## src/rtl/lane_pkg.sv

```systemverilog
package lane_pkg;
    localparam int unsigned LANES  = 4;
    localparam int unsigned LANE_W = $clog2(LANES);
    localparam int unsigned DATA_W = 8 * LANES;

    typedef enum logic [2:0] {
        ACC_NONE = 3'd0,
        ACC_LW   = 3'd1,
        ACC_LB   = 3'd2,
        ACC_LBU  = 3'd3,
        ACC_SW   = 3'd4,
        ACC_SB   = 3'd5
    } acc_op_e;

    typedef enum logic [1:0] {
        LD_WORD  = 2'd0,
        LD_SBYTE = 2'd1,
        LD_UBYTE = 2'd2
    } ld_kind_e;

    typedef struct packed {
        logic              pend;
        logic [LANE_W-1:0] lane;
        ld_kind_e          kind;
    } ld_state_t;
endpackage

```

## src/rtl/ea_adder.sv

```systemverilog
module ea_adder #(
    parameter int unsigned AW = 32,
    parameter int unsigned OW = 16
) (
    input  logic [AW-1:0] base,
    input  logic [OW-1:0] disp,
    output logic [AW-1:0] ea
);
    localparam int unsigned EXT_W = AW - OW;

    logic [AW-1:0] disp_ext;

    always_comb begin
        disp_ext = {{EXT_W{disp[OW-1]}}, disp};
        ea       = base + disp_ext;
    end
endmodule

```

## src/rtl/store_lanes.sv

```systemverilog
module store_lanes
    import lane_pkg::*;
(
    input  logic              do_word,
    input  logic              do_byte,
    input  logic [LANE_W-1:0] lane,
    input  logic [DATA_W-1:0] src,
    output logic [LANES-1:0]  strb,
    output logic [DATA_W-1:0] wdata
);
    for (genvar g = 0; g < LANES; g++) begin : g_lane
        logic hit;
        always_comb begin
            hit                = (lane == LANE_W'(g));
            strb[g]            = do_word | (do_byte & hit);
            wdata[g*8 +: 8]    = do_word ? src[g*8 +: 8] : src[7:0];
        end
    end
endmodule

```

## src/rtl/load_extract.sv

```systemverilog
module load_extract
    import lane_pkg::*;
(
    input  logic              pend,
    input  logic [DATA_W-1:0] rdata,
    input  logic [LANE_W-1:0] lane,
    input  ld_kind_e          kind,
    output logic [DATA_W-1:0] result
);
    localparam int unsigned UPPER_W = DATA_W - 8;

    logic [7:0] lane_byte [LANES];
    logic [7:0] picked;

    for (genvar g = 0; g < LANES; g++) begin : g_split
        assign lane_byte[g] = rdata[g*8 +: 8];
    end

    always_comb begin
        picked = lane_byte[lane];
        result = '0;
        if (pend) begin
            unique case (kind)
                LD_WORD:  result = rdata;
                LD_SBYTE: result = {{UPPER_W{picked[7]}}, picked};
                LD_UBYTE: result = {{UPPER_W{1'b0}}, picked};
                default:  result = '0;
            endcase
        end
    end
endmodule

```

## src/rtl/byte_lane_aligner.sv

```systemverilog
module byte_lane_aligner
    import lane_pkg::*;
#(
    parameter int unsigned AW         = 32,
    parameter int unsigned OW         = 16,
    parameter bit          BIG_ENDIAN = 1'b0
) (
    input  logic              clk,
    input  logic              rst_n,
    input  logic              req_valid,
    input  logic [2:0]        op,
    input  logic [AW-1:0]     base_addr,
    input  logic [OW-1:0]     offset,
    input  logic [DATA_W-1:0] store_data,
    output logic [AW-1:0]     mem_addr,
    output logic              mem_rd,
    output logic [LANES-1:0]  mem_we_strb,
    output logic [DATA_W-1:0] mem_wdata,
    output logic              misalign,
    input  logic [DATA_W-1:0] mem_rdata,
    output logic              load_valid,
    output logic [DATA_W-1:0] load_data
);
    localparam logic [LANE_W-1:0] TOP_LANE = LANE_W'(LANES - 1);

    acc_op_e           acc;
    logic [AW-1:0]     ea;
    logic [LANE_W-1:0] lane;
    logic              is_word, is_load, is_byte;
    logic              do_sw, do_sb;
    ld_state_t         st_d, st_q;

    ea_adder #(.AW(AW), .OW(OW)) u_ea (
        .base (base_addr),
        .disp (offset),
        .ea   (ea)
    );

    always_comb begin
        acc      = acc_op_e'(op);
        is_word  = req_valid & ((acc == ACC_LW) | (acc == ACC_SW));
        is_byte  = req_valid & ((acc == ACC_LB) | (acc == ACC_LBU) | (acc == ACC_SB));
        is_load  = req_valid & ((acc == ACC_LW) | (acc == ACC_LB) | (acc == ACC_LBU));
        misalign = is_word & (ea[LANE_W-1:0] != '0);
        if (BIG_ENDIAN) lane = TOP_LANE - ea[LANE_W-1:0];
        else            lane = ea[LANE_W-1:0];
        do_sw    = req_valid & (acc == ACC_SW) & ~misalign;
        do_sb    = req_valid & (acc == ACC_SB);
        mem_rd   = is_load & ~misalign;
        mem_addr = {ea[AW-1:LANE_W], {LANE_W{1'b0}}};

        st_d.pend = mem_rd;
        st_d.lane = lane;
        if (acc == ACC_LB)       st_d.kind = LD_SBYTE;
        else if (acc == ACC_LBU) st_d.kind = LD_UBYTE;
        else                     st_d.kind = LD_WORD;
    end

    always_ff @(posedge clk) begin
        if (!rst_n) st_q <= '{pend: 1'b0, lane: '0, kind: LD_WORD};
        else        st_q <= st_d;
    end

    store_lanes u_st (
        .do_word (do_sw),
        .do_byte (do_sb),
        .lane    (lane),
        .src     (store_data),
        .strb    (mem_we_strb),
        .wdata   (mem_wdata)
    );

    load_extract u_ld (
        .pend   (st_q.pend),
        .rdata  (mem_rdata),
        .lane   (st_q.lane),
        .kind   (st_q.kind),
        .result (load_data)
    );

    assign load_valid = st_q.pend;

    p_sb_one_strobe_r6: assert property (@(posedge clk) disable iff (!rst_n)
        (req_valid && op == 3'd5) |-> $countones(mem_we_strb) == 1);

    p_misal_quiet_r8: assert property (@(posedge clk) disable iff (!rst_n)
        misalign |-> (mem_we_strb == '0 && !mem_rd));

    p_misal_no_result_r8: assert property (@(posedge clk) disable iff (!rst_n)
        misalign |=> !load_valid);

    p_result_follows_r9: assert property (@(posedge clk) disable iff (!rst_n)
        mem_rd |=> load_valid);

    p_no_stray_result_r9: assert property (@(posedge clk) disable iff (!rst_n)
        !mem_rd |=> (!load_valid && load_data == '0));

    p_byte_aligned_r10: assert property (@(posedge clk) disable iff (!rst_n)
        is_byte |-> !misalign);

    p_idle_quiet_r11: assert property (@(posedge clk) disable iff (!rst_n)
        !req_valid |-> (mem_we_strb == '0 && !mem_rd && !misalign));

    p_sext_fill_r4: assert property (@(posedge clk) disable iff (!rst_n)
        (load_valid && st_q.kind == LD_SBYTE) |->
            load_data[DATA_W-1:8] == {(DATA_W-8){load_data[7]}});

    p_zext_fill_r5: assert property (@(posedge clk) disable iff (!rst_n)
        (load_valid && st_q.kind == LD_UBYTE) |-> load_data[DATA_W-1:8] == '0);
endmodule

```

## config.mk

```make
export PLATFORM = sky130hd
export DESIGN_NAME = byte_lane_aligner
export DESIGN_NICKNAME = d
export VERILOG_FILES = /design/src/rtl/lane_pkg.sv /design/src/rtl/ea_adder.sv /design/src/rtl/store_lanes.sv /design/src/rtl/load_extract.sv /design/src/rtl/byte_lane_aligner.sv
export SDC_FILE = /design/constraint.sdc
export NUM_CORES = 1
export LEC_CHECK = 0
export BUFFER_PORTS_ARGS = -buffer_cell sky130_fd_sc_hd__clkbuf_2
export CAP_MARGIN = 25
export CORE_MARGIN = 1
export CORE_UTILIZATION = 44
export CTS_CLUSTER_DIAMETER = 200
export DETAILED_ROUTE_END_ITERATION = 10
export HOLD_SLACK_MARGIN = 0.1
export PLACE_DENSITY = 0.88
export SLEW_MARGIN = 5
export SYNTH_ARGS = -nofsm -noshare
export SYNTH_HDL_FRONTEND = slang
export SYNTH_SLANG_ARGS = --single-unit
```

## constraint.sdc

```tcl
create_clock -name clk -period 2.95 [get_ports clk]
set_clock_uncertainty 0.1 [all_clocks]
set_input_delay 0.295 -clock clk [delete_from_list [all_inputs] [get_ports clk]]
set_output_delay 0.295 -clock clk [all_outputs]
set_load 0.005 [all_outputs]
```

==> flow_metrics.env <==
export IMPL_row_count=31
export IMPL_synthArstFlopShare=0
export IMPL_drtIter0Drc=183
export IMPL_clock_sinks=5
export IMPL_syn_area_um2=3290
export IMPL_multi_input_area_um2=2810
export IMPL_fin_cells=754
export IMPL_synth_area_leader_cell="ha_1"
export IMPL_place_hpwl_mm=9.33
export IMPL_fin_crit_sh=0.978
export IMPL_min_period_ns=2.88
export IMPL_finalHoldViolCount=0
export IMPL_vias=4139
export IMPL_grtUsageTotal=0.264
export IMPL_synth_top_cell_area_share=0.118
export IMPL_peakVddDrop_uv=132
export IMPL_wl_per_cell_um=14.5
export IMPL_antenna_found_initial=0
export IMPL_finalSetupViolCount=0
export IMPL_clock_fmax_mhz=347
export IMPL_synth_area_leaders="ha_1, buf_4, nand2_1"
export IMPL_port_buffers=218
export IMPL_coreArea_um2=7250
export IMPL_die_y_um=88.5
export IMPL_grt_pass1_wl_mm=16.7
export IMPL_hold_class="input port to flop"
export IMPL_cp_max_fo=7
export IMPL_status="finished clean"
export IMPL_synth_most_common_cell="nand2_1"
export IMPL_die_area_um2=7840
export IMPL_drt_wl_total_mm=10.9
export IMPL_synth_flop_cell="dfxtp_1"
export IMPL_die_x_um=88.5
export IMPL_rsz0062_at_grt="true"
export IMPL_initial_core_util=0.454
export IMPL_synth_edf_count=0
export IMPL_first_global_vias=3638
export IMPL_synth_area_per_cell_um2=6.95
export IMPL_clockBufferDepth=2
export IMPL_regArea_um2=100
export IMPL_slew_headroom=0.474
export IMPL_yosysUniqueCellTypes=62
export IMPL_place_ws_ns=0.0426
export IMPL_area_growth_pct=32.6
export IMPL_clk_pin_slew_ns=0.03
export IMPL_drive_above_1_share=0.426
export IMPL_arrival_ns=2.49
export IMPL_diodes=0
export IMPL_synthCells=474
export IMPL_synth_common_cells="nand2_1, a21oi_1, buf_4"
export IMPL_ios=221
export IMPL_slew_viol_final=0
export IMPL_fin_util=0.602
export IMPL_cts_made_buffers=3
export IMPL_start_kind="input port"
export IMPL_root_buffer="clkbuf_8"
export IMPL_ys_seq_area_frac=0.0304
export IMPL_ctsHoldBuffers=0
export IMPL_max_cap_violations=0
export IMPL_dp_cells=747
export IMPL_cp_end_kind="output pin"
export IMPL_ctsHtreeMaxLevel=1
export IMPL_synth_seq_cells=5
export IMPL_viasPerCell=5.49
export IMPL_finalWorstSetupSlack_ns=0.0663
export IMPL_p_leak_nw=2.35
export IMPL_powerDensity_nw_per_um2=242
export IMPL_antenna_left=0
export IMPL_tightestPinTransition_ns=0.787
export IMPL_cts_tree="done"
export IMPL_yosysWarningCount=0
export IMPL_grt_max_degree=34
export IMPL_gp_congestion=0.925
export IMPL_drc=0
export IMPL_nets=806
export IMPL_first_pass_iters=5
export IMPL_fillCellCount=657
export IMPL_grt_overflow_total=0
export IMPL_crit_type="input port to output pin"
export IMPL_worstPathRequired_ns=2.56
stage by stage:
| stage | power, mW | TNS (ns) | hold WS, ns | area (µm²) |
|---|---|---|---|---|
| floorplan | 0.696 | 0 | 0.271 | 3300 |
| global placement | 0.881 | 0 | 0.439 | 4260 |
| detailed placement | 0.902 | 0 | 0.446 | 4260 |
| CTS | 1.03 | 0 | 0.222 | 4300 |
| global route | 1.15 | -0.0350 | 0.222 | 4370 |
| finish | 1.06 | 0 | 0.223 | 4370 |
layer usage:
metal / track usage / wire [µm] / vias up
met5: 0 / 0 / -
li1: - / - / 2025
met3: 0.0420 / 885 / 16
met1: 0.332 / 4560 / 1871
met4: 0.0601 / 150 / 0
met2: 0.470 / 5320 / 227
cells by family after synthesis:
logic type                 share of synthesized area
and+or+nand+nor                                0.285
AOI/OAI and AO/OA                              0.272
buffers and inverters                          0.132
adders and majority gates                      0.124
xor gates and xnor gates                      0.0771
muxes                                         0.0790
DFF                                           0.0304
other                                        0.00114
where the power goes:
group / switching [mW] / leakage, nW / internal (mW) / total [mW]
Clock: 0.0296 / 0.0228 / 0.0924 / 0.122
Combinational: 0.443 / 2.28 / 0.412 / 0.854
Sequential: 0.00944 / 0.0411 / 0.0719 / 0.0813
Total: 0.482 / 2.35 / 0.576 / 1.06
worst max-delay path: stages:
cell and delay (ns):
clkbuf_2 0.16, ha_1 0.35, a21o_1 0.19, a21o_1 0.21, a221oi_2 0.24, buf_4 0.16
o31ai_4 0.09, buf_4 0.15, o21ba_2 0.19, o311a_1 0.33, clkbuf_2 0.12
cell usage in the layout, fill, tap and decap left out, types with 4 or more instances in the layout:
cell      netlist  final
clkbuf_2        0    218
nand2_1        81     81
a21oi_1        45     43
nor2b_1        31     31
ha_1           31     28
buf_4          41     22
nor2_1         21     21
xnor2_1        18     18
a21o_1         17     17
o21ai_0        17     17
xor2_1         11     11
and2_1         11     11
and3_1         11     10
nand4_1         8      8
nor3_1          9      8
mux4_2          8      8
mux2i_1         8      8
inv_1           6      6
a31oi_1         6      6
dfxtp_1         5      5
o21a_1          4      4
o211ai_1        4      4
nand3_1         4      4
layout make-up:
type | count | area share
sequential | 5 | 0.0229
clock buffer | 4 | 0.0103
multi-input combinational | 399 | 0.643
tap | 99 | 0.0284
inverter | 6 | 0.00516
timing repair buffer | 241 | 0.290
sequential cells by signal, indices dropped and copies added, names as in the netlist:
register / flops
st_q: 4
load_valid: 1
path summary, 6_finish.rpt:
check / slack (ns) / cells after the start / to / startpoint
setup / recovery: 0.07 / 11 / mem_addr[30] / offset[15]
hold / removal: 0.22 / 2 / st_q[1] / op[2]
what timing repair did:
action / 4_1_cts / 5_1_grt
buffers inserted: 0 / 3
resized for setup: 0 / 12
setup endpoints to repair: 0 / 10
Power figures use the tool's default switching activity.
